===== src/rtl/lockstk_pkg.sv =====
package lockstk_pkg;
  localparam int CTRL_W   = 8;
  localparam int LOCK_BIT = 7;
  localparam int POP_BIT  = 6;
  localparam int RSV_BIT  = 5;
endpackage


===== src/rtl/lockstk_ptr.sv =====
module lockstk_ptr #(
  parameter int SLOTS = 32,
  localparam int PTR_W = $clog2(SLOTS)
) (
  input  logic             clk,
  input  logic             rst,
  input  logic             reg_wr,
  input  logic [7:0]       reg_wdata,
  input  logic             code_rd,
  output logic             lock_en,
  output logic [PTR_W-1:0] ptr,
  output logic             push
);
  import lockstk_pkg::*;

  logic pop;
  assign pop  = reg_wr && reg_wdata[POP_BIT];
  assign push = code_rd && lock_en && !pop;

  always_ff @(posedge clk) begin
    if (rst) begin
      lock_en <= 1'b0;
      ptr     <= PTR_W'(SLOTS - 1);
    end else begin
      if (reg_wr) lock_en <= reg_wdata[LOCK_BIT];
      if (pop)
        ptr <= ptr + 1'b1;
      else if (push)
        ptr <= ptr - 1'b1;
    end
  end


  push_dec_chk: assert property (@(posedge clk) disable iff (rst)
    (code_rd && lock_en && !(reg_wr && reg_wdata[POP_BIT])) |=> (ptr == PTR_W'($past(ptr) - 1'b1)));

  pop_inc_chk: assert property (@(posedge clk) disable iff (rst)
    (reg_wr && reg_wdata[POP_BIT]) |=> (ptr == PTR_W'($past(ptr) + 1'b1)));

  idle_hold_chk: assert property (@(posedge clk) disable iff (rst)
    (!(code_rd && lock_en) && !(reg_wr && reg_wdata[POP_BIT])) |=> $stable(ptr));
endmodule


===== src/rtl/lockstk_mask.sv =====
module lockstk_mask #(
  parameter int SLOTS = 32,
  localparam int PTR_W = $clog2(SLOTS)
) (
  input  logic             clk,
  input  logic             rst,
  input  logic [PTR_W-1:0] ptr,
  output logic [SLOTS-1:0] mask
);
  logic any;
  assign any = (ptr != '0);

  for (genvar i = 0; i < SLOTS; i++) begin : g_slot
    assign mask[i] = any && (i > int'(ptr));
  end


  zero_free_chk: assert property (@(posedge clk) disable iff (rst)
    (ptr == '0) |-> (mask == '0));

  mask_count_chk: assert property (@(posedge clk) disable iff (rst)
    (ptr != '0) |-> ($countones(mask) == (SLOTS - 1 - int'(ptr))));
endmodule


===== src/rtl/lockstk_fill.sv =====
module lockstk_fill #(
  parameter int SLOTS     = 32,
  parameter int ADDR_W    = 16,
  parameter int SEG_BYTES = 4,
  localparam int PTR_W    = $clog2(SLOTS),
  localparam int SEG_LSB  = $clog2(SEG_BYTES)
) (
  input  logic              clk,
  input  logic              rst,
  input  logic              push,
  input  logic [PTR_W-1:0]  slot_in,
  input  logic [ADDR_W-1:0] addr_in,
  output logic              fill_req,
  output logic [PTR_W-1:0]  fill_slot,
  output logic [ADDR_W-1:0] fill_addr
);
  always_ff @(posedge clk) begin
    if (rst) begin
      fill_req  <= 1'b0;
      fill_slot <= '0;
      fill_addr <= '0;
    end else begin
      fill_req <= push;
      if (push) begin
        fill_slot <= slot_in;
        fill_addr <= {addr_in[ADDR_W-1:SEG_LSB], SEG_LSB'(0)};
      end
    end
  end


  fill_pulse_chk: assert property (@(posedge clk) disable iff (rst)
    !push |=> !fill_req);

  fill_align_chk: assert property (@(posedge clk) disable iff (rst)
    fill_req |-> (fill_addr[SEG_LSB-1:0] == '0));
endmodule


===== src/rtl/cache_lock_stack.sv =====
module cache_lock_stack #(
  parameter int SLOTS     = 32,
  parameter int ADDR_W    = 16,
  parameter int SEG_BYTES = 4,
  localparam int PTR_W    = $clog2(SLOTS)
) (
  input  logic              clk,
  input  logic              rst,
  input  logic              reg_wr,
  input  logic [7:0]        reg_wdata,
  output logic [7:0]        reg_rdata,
  input  logic              code_rd,
  input  logic [ADDR_W-1:0] code_addr,
  output logic [SLOTS-1:0]  lock_mask,
  output logic              fill_req,
  output logic [PTR_W-1:0]  fill_slot,
  output logic [ADDR_W-1:0] fill_addr
);
  import lockstk_pkg::*;

  logic             lock_en;
  logic [PTR_W-1:0] ptr;
  logic             push;

  lockstk_ptr #(.SLOTS(SLOTS)) u_ptr (
    .clk(clk), .rst(rst), .reg_wr(reg_wr), .reg_wdata(reg_wdata),
    .code_rd(code_rd), .lock_en(lock_en), .ptr(ptr), .push(push)
  );

  lockstk_mask #(.SLOTS(SLOTS)) u_mask (
    .clk(clk), .rst(rst), .ptr(ptr), .mask(lock_mask)
  );

  lockstk_fill #(.SLOTS(SLOTS), .ADDR_W(ADDR_W), .SEG_BYTES(SEG_BYTES)) u_fill (
    .clk(clk), .rst(rst), .push(push), .slot_in(ptr), .addr_in(code_addr),
    .fill_req(fill_req), .fill_slot(fill_slot), .fill_addr(fill_addr)
  );

  always_comb begin
    reg_rdata                = '0;
    reg_rdata[LOCK_BIT]      = lock_en;
    reg_rdata[PTR_W-1:0]     = ptr;
  end


  rsv_zero_chk: assert property (@(posedge clk) disable iff (rst)
    (reg_rdata[RSV_BIT] == 1'b0) && (reg_rdata[POP_BIT] == 1'b0));

  pop_wins_chk: assert property (@(posedge clk) disable iff (rst)
    (reg_wr && reg_wdata[POP_BIT]) |=> !fill_req);
endmodule


===== config.mk =====
export PLATFORM = sky130hd
export DESIGN_NAME = cache_lock_stack
export DESIGN_NICKNAME = d
export VERILOG_FILES = /design/src/rtl/lockstk_pkg.sv /design/src/rtl/lockstk_ptr.sv /design/src/rtl/lockstk_mask.sv /design/src/rtl/lockstk_fill.sv /design/src/rtl/cache_lock_stack.sv
export SDC_FILE = /design/constraint.sdc
export NUM_CORES = 1
export LEC_CHECK = 0
export BUFFER_PORTS_ARGS = -buffer_cell sky130_fd_sc_hd__buf_2
export CAP_MARGIN = 0
export CORE_MARGIN = 2
export CORE_UTILIZATION = 40
export CTS_CLUSTER_DIAMETER = 120
export DETAILED_ROUTE_END_ITERATION = 10
export PLACE_DENSITY = 0.75
export SYNTH_ARGS = -nofsm -noshare
export SYNTH_HDL_FRONTEND = slang
export SYNTH_SLANG_ARGS = --single-unit
export TNS_END_PERCENT = 1

===== constraint.sdc =====
create_clock -name clk -period 3.9 [get_ports clk]
set_input_delay 0.975 -clock clk [delete_from_list [all_inputs] [get_ports clk]]
set_output_delay 0.975 -clock clk [all_outputs]
set_load 0.005 [all_outputs]

==> results of run 1 <==
==> worst max-delay path, cell delays in order, from the launching register on <==
cell and delay [ps]:
dfxtp_1 570, inv_1 120, ha_1 360, nand2b_4 180
nor2_2 60, or2_1 310, a31oi_2 170, buf_2 130
==> worst min path at each step <==
stage,startpoint,endpoint,cells past startpoint
after floorplan,u_fill.fill_addr[10]$_SDFFE_PP0P_,u_fill.fill_addr[10]$_SDFFE_PP0P_,2
after CTS,u_fill.fill_addr[7]$_SDFFE_PP0P_,u_fill.fill_addr[7]$_SDFFE_PP0P_,2
final,u_fill.fill_addr[4]$_SDFFE_PP0P_,u_fill.fill_addr[4]$_SDFFE_PP0P_,2
after global placement,u_fill.fill_addr[4]$_SDFFE_PP0P_,u_fill.fill_addr[4]$_SDFFE_PP0P_,2
after detailed placement,u_fill.fill_addr[4]$_SDFFE_PP0P_,u_fill.fill_addr[4]$_SDFFE_PP0P_,2
after global routing,u_fill.fill_addr[10]$_SDFFE_PP0P_,u_fill.fill_addr[10]$_SDFFE_PP0P_,2
==> metal layers <==
layer  GRT usage  part of all wire
met2       0.282              0.48
met4     0.00781            0.0013
met3      0.0394             0.063
met5           0                 0
met1       0.235              0.45
==> placed cells by master (no fill, tap or decap), types with 2 or more instances in the layout <==
master	count
buf_2	76
nand2_1	46
a21oi_1	32
dfxtp_1	26
nor2_1	24
nor2b_1	6
conb_1	5
mux2i_1	4
clkbuf_8	4
nand2b_1	3
nor3_1	3
a21oi_2	3
ha_1	3
inv_1	2
or2_1	2
and2_1	2
a21o_1	2
a31oi_2	2
o21ai_0	2
o21a_1	2
a31oi_1	2
nand3_1	2
buf_4	2
==> metrics by stage <==
stage | util | setup slack [ps] | instances | hold WS (ps) | instance area [um^2]
after floorplan | - | 1410 | 211 | 453 | 1540
after global placement | 0.505 | 1080 | 314 | 440 | 1850
after detailed placement | 0.505 | 1060 | 314 | 444 | 1850
after CTS | 0.520 | 754 | 318 | 456 | 1900
after global routing | 0.520 | 624 | 318 | 474 | 1900
final | 0.520 | 764 | 318 | 455 | 1900
==> Yosys cell counts, types with 2 or more instances <==
master	number	share of area
ha_1	3	0.025
o21a_1	2	0.0099
mux2i_1	4	0.026
nor2_1	24	0.059
or2_1	2	0.0082
a21oi_1	32	0.11
o21ai_0	2	0.0066
nor3_1	3	0.0099
a31oi_2	2	0.016
a31oi_1	2	0.0082
dfxtp_1	26	0.34
nand2_1	46	0.11
a21o_1	2	0.0099
buf_2	9	0.030
buf_4	6	0.030
inv_1	2	0.0049
buf_6	3	0.022
a21oi_2	3	0.017
clkbuf_1	4	0.0099
and2_1	2	0.0082
nor2b_1	6	0.025
nand3_1	2	0.0066
nand2b_1	3	0.012
==> cell type report <==
type / instances / area (um^2)
well taps: 48 / 60.1
multi-input cells: 160 / 866
clock buffers: 4 / 55.1
fillers: 384 / 1760
repair buffers: 78 / 395
inverters: 2 / 7.51
flip-flops and latches: 26 / 520
==> state kept, by name, summed over array words and instances (netlist names) <==
signal	cells
u_ptr.ptr	5
u_ptr.lock_en	1
u_fill.fill_slot	5
u_fill.fill_addr	14
u_fill.fill_req	1
==> cells by family (layout without fill, tap and decap cells) <==
logic type	count (synthesis)	in the layout	synth area share
AOI/OAI and AO/OA	52	52	0.211
xor gates and xnor gates	1	1	0.00576
adders and majority gates	3	3	0.0247
buffers and inverters	25	84	0.0987
DFF	26	26	0.342
muxes	4	4	0.0263
other	1	5	0.00246
and+or+nand+nor	95	95	0.289
==> where the power goes <==
part           internal [mW]  switching (mW)  leakage, nW
registers              0.277          0.0230        0.212
clock network         0.0901          0.0800       0.0288
logic                 0.0764          0.0847        0.693
==> metrics.txt, run 1 <==
Clk Tree Root Cell=clkbuf_8; Synth warnings=0; DIE AREA=4310 um^2; Slew Viols, Final=0; Horiz. Die Dim=65.7 um; post-CTS setup buffers=0; # port buffers=76; drt wl/cell=about 12 um; area grow syn2layout=25.2%; largest net degree at the start of global routing=30; post-synthesis sequential area ratio=0.342; Routed WL=3.71 mm; fraction of layout instances using a drive strength above 1=0.341; TritonCTS Buffers=3; Hold Crit Class=reg2reg; max cap viols=0; clk_lat worst skew=260 ps; HPWL Detailed=2.67 mm; setup TNS=0 ps; drt drc=0; via count=1570; post-layout power=approximately 0.63 mW; R2R depth=6; RSZ-0062 raised after global routing=false; Fmax=319 MHz; crit path to=lock_mask[14]; final setup fails=0; pwr/cell area=331 nW/um^2; CTS tree=done; Max-slew headroom=0.363; clock tree sinks=26; Worst Tran Pin Value=956 ps; initial antenna violation count=0; clk buf depth=2; final hold violations=0; reg2reg start=u_ptr.ptr[0]$_SDFFE_PP1P_; EDFF count, synth=0; # rows=22; hold buffers post-CTS=0; CP max FO=11; Post-DRT Antenna Nets=0; io pins=90; fraction of registers with async set/reset=0; cts repair resizes=0; nets=302; Post-Syn Area=~1500 um^2; CP Data Required Time=approximately 3000 ps; Worst R2R Setup Slack=2160 ps; GPL Wtd Cong=0.888; status=finished, final reports clean; Critical Path Source Type=register; ant diodes=0; #FFs+latches synth=26; drt first pass iters=4; vias per inst=about 4.9; peak supply drop=0.249 mV; Core ar.=~3700 um^2; Die Height=65.7 um; vias in the first global route=approximately 1300; 1st-iter DRT viols=approximately 100; first-pass GRT wire length=5.87 mm; r2r endpoint=u_ptr.ptr[4]$_SDFFE_PP1P_; crit path DAT=2160 ps; Layout Skew=1.67 ps; CP Class=reg2out; Crit. Startpoint=u_ptr.ptr[0]$_SDFFE_PP1P_; Period Utilization, post-route=0.804; Post-Synthesis Cells=207; Distinct cells, synth=40; H-tree depth=1; P_leak=roughly 0.93 nW; Worst Setup End Kind=output port; Initial Util=0.416; Primary FF master, synth=dfxtp_1; clk slew on worst S/H paths=90 ps; Syn Area/Cell=7.35 um^2; GR Overflow Total=0; min Tclk post-route=3140 ps; total track usage=0.169
(Power assumes the default switching activity.)
==> run 2, diff against run 1 <==
CORE_UTILIZATION = 39   (was 40)
PLACE_DENSITY = 0.76   (was 0.75)
clock period = 2.7 ns   (was 3.9 ns; I/O delays follow)
==> run 2 against run 1 <==
  * Sequential power up 38%
  * Global-route usage rose by 0.30 points
  * Hold slack is essentially flat
  * Highest routed layer unchanged
  * Count of clock-buffer cells in the layout is the same
  * Die area is 2.4% higher
  * Flip-flop and latch count stayed put
  * Critical path type unchanged
  * Sequential share of layout area shrank 0.67 points
==> metrics.txt, run 2 (synthesis results as in run 1) <==
status=finished, final reports clean; nets=308 (+2.0%); Min-Delay Endpoint=u_fill.fill_addr[5]$_SDFFE_PP0P_; drt first pass iters=4 (unchanged); # rows=22 (unchanged); drt wl/cell=11.8 um (+0.74%); vias in the first global route=1307 (+2.4%); peak supply drop=0.334 mV (+34%); fraction of layout instances using a drive strength above 1=0.359 (+0.0180); Critical Path Source Type=register; clock tree sinks=26 (unchanged); reg2reg start=u_ptr.lock_en$_SDFFE_PP0P_; GR Overflow Total=0 (unchanged); largest net degree at the start of global routing=30 (unchanged); Worst path slowest cell=dfxtp_1; registers with the most flip-flops=u_fill.fill_addr x14, u_fill.fill_slot x5, u_ptr.ptr x5; # port buffers=76 (unchanged); H-tree depth=1 (unchanged); TritonCTS Buffers=3 (unchanged); Worst Hold Launch=u_fill.fill_addr[5]$_SDFFE_PP0P_; hold buffers post-CTS=0 (unchanged); critical path depth=7 (unchanged); GPL Wtd Cong=0.881 (-0.87%); drt drc=0 (unchanged); crit path buf inv count=2 (unchanged); Die Height=66.5 um (+1.2%); DIE AREA=4420 um^2 (+2.4%); Initial Util=0.409 (-0.00616); Core ar.=3720 um^2 (+1.5%); Horiz. Die Dim=66.5 um (+1.2%); Reg with most FFs=u_fill.fill_addr; pwr/cell area=472 nW/um^2 (+43%); RSZ-0062 raised after global routing=false; clk buf depth=2 (unchanged); Hold Path Depth=2 (unchanged); clk slew on worst S/H paths=90 ps (about the same); kind of cell adding the most delay to the critical path=simple AND/OR/NAND/NOR gates; vias per inst=4.95 (+0.27%); R2R depth=5 (-1); setup TNS=0 ps (unchanged); cts repair resizes=0 (unchanged); max cap viols=0 (unchanged); slowest stage delay, CP=320 ps (-250 ps); HPWL Detailed=2.86 mm (+7.0%); crit path DAT=1770 ps (-390 ps); Worst Setup End Kind=output port; Post-DRT Antenna Nets=0 (unchanged); final hold violations=0 (unchanged); final setup fails=0 (unchanged); CP Data Required Time=2030 ps (-890 ps); Period Utilization, post-route=0.906; Min Hold Slack=455 ps (+0.0970 ps); CP max FO=8 (-3); Routed WL=3.81 mm (+2.6%); r2r endpoint=u_fill.fill_slot[2]$_SDFFE_PP0P_; Slew Viols, Final=0 (unchanged); total track usage=0.173 (+0.00302); most common cell after layout, fill and taps aside=buf_2; P_leak=0.958 nW (+2.6%); Layout Skew=9.83 ps (+8.16 ps); critical path, cell by cell=inv_1 -> ha_2 -> nand2b_4 -> nor2_2 -> or2_1 -> o21ai_0 -> buf_2; most frequent cells in the layout=76 x buf_2, 46 x nand2_1, 32 x a21oi_1, 26 x dfxtp_1, 24 x nor2_1; CTS tree=done; first-pass GRT wire length=5.96 mm (+1.6%); Max-slew headroom=0.566 (+0.203); min Tclk post-route=2450 ps; clk_lat worst skew=260 ps (about the same); ant diodes=0 (unchanged); via count=1604 (+2.2%); Fmax=409 MHz; Hold Crit Class=reg2reg; initial antenna violation count=0 (unchanged); 1st-iter DRT viols=80 (-22%); Worst Tran Pin Value=651 ps (-305 ps); Clk Tree Root Cell=clkbuf_8; CP Class=reg2out; area grow syn2layout=28.3%; io pins=90 (unchanged); max reg flops=14 (unchanged); Worst R2R Setup Slack=1140 ps (-1020 ps); post-CTS setup buffers=0 (unchanged)
-- run 2: cell types whose count changed in the layout (fill, tap and decap cells not counted), sizes merged --
cell | previous run | this run
buf | 78 | 84
-- run 2: worst max path at each step --
stage	startpoint	end	slack, ps
CTS	u_ptr.ptr[0]$_SDFFE_PP1P_	lock_mask[19]	140
floorplan	u_ptr.ptr[1]$_SDFFE_PP1P_	lock_mask[14]	510
finish	u_ptr.ptr[0]$_SDFFE_PP1P_	lock_mask[19]	250
global placement	u_ptr.ptr[0]$_SDFFE_PP1P_	lock_mask[18]	460
global route	u_ptr.ptr[0]$_SDFFE_PP1P_	lock_mask[19]	120
detailed placement	u_ptr.ptr[0]$_SDFFE_PP1P_	lock_mask[18]	460
-- run 2: area by class of cell --
cell class                 count  area [um^2]
tap                           48         60.1
timing repair buffer          84          440
clock buffer                   4         55.1
sequential                    26          520
inverter                       2         7.51
fill                         391         1760
multi-input combinational    160          868
-- run 2: worst register-to-register path, stage by stage (launching register included) --
cell and delay, ps:
dfxtp_1 400, nand2_1 120, a21oi_2 510, buf_4 280, nand2_1 60, a21oi_1 130
-- run 2: layer usage --
layer / vias up / global-route usage / routed length, um
met1: 731 / 0.242 / 1750
met3: 4 / 0.0355 / 193
met5: - / 0 / 0
met2: 52 / 0.275 / 1840
li1: 817 / - / -
met4: 0 / 0.0306 / 28
-- run 2: stage by stage --
stage                     cells   util  cell area (um^2)  power [mW]  setup slack (ps)
after global placement      320  0.510              1890       0.685               463
after CTS                   324  0.525              1950       0.934               140
after detailed placement    320  0.510              1890       0.688               456
after floorplan             211      -              1540       0.590               508
final                       324  0.525              1950       0.922               253
after global routing        324  0.525              1950       0.979               120
-- run 2: power breakdown --
group / total [mW] / switching, mW / internal (mW)
clock: 0.242 / 0.112 / 0.130
sequential: 0.414 / 0.0146 / 0.400
combinational: 0.265 / 0.145 / 0.120
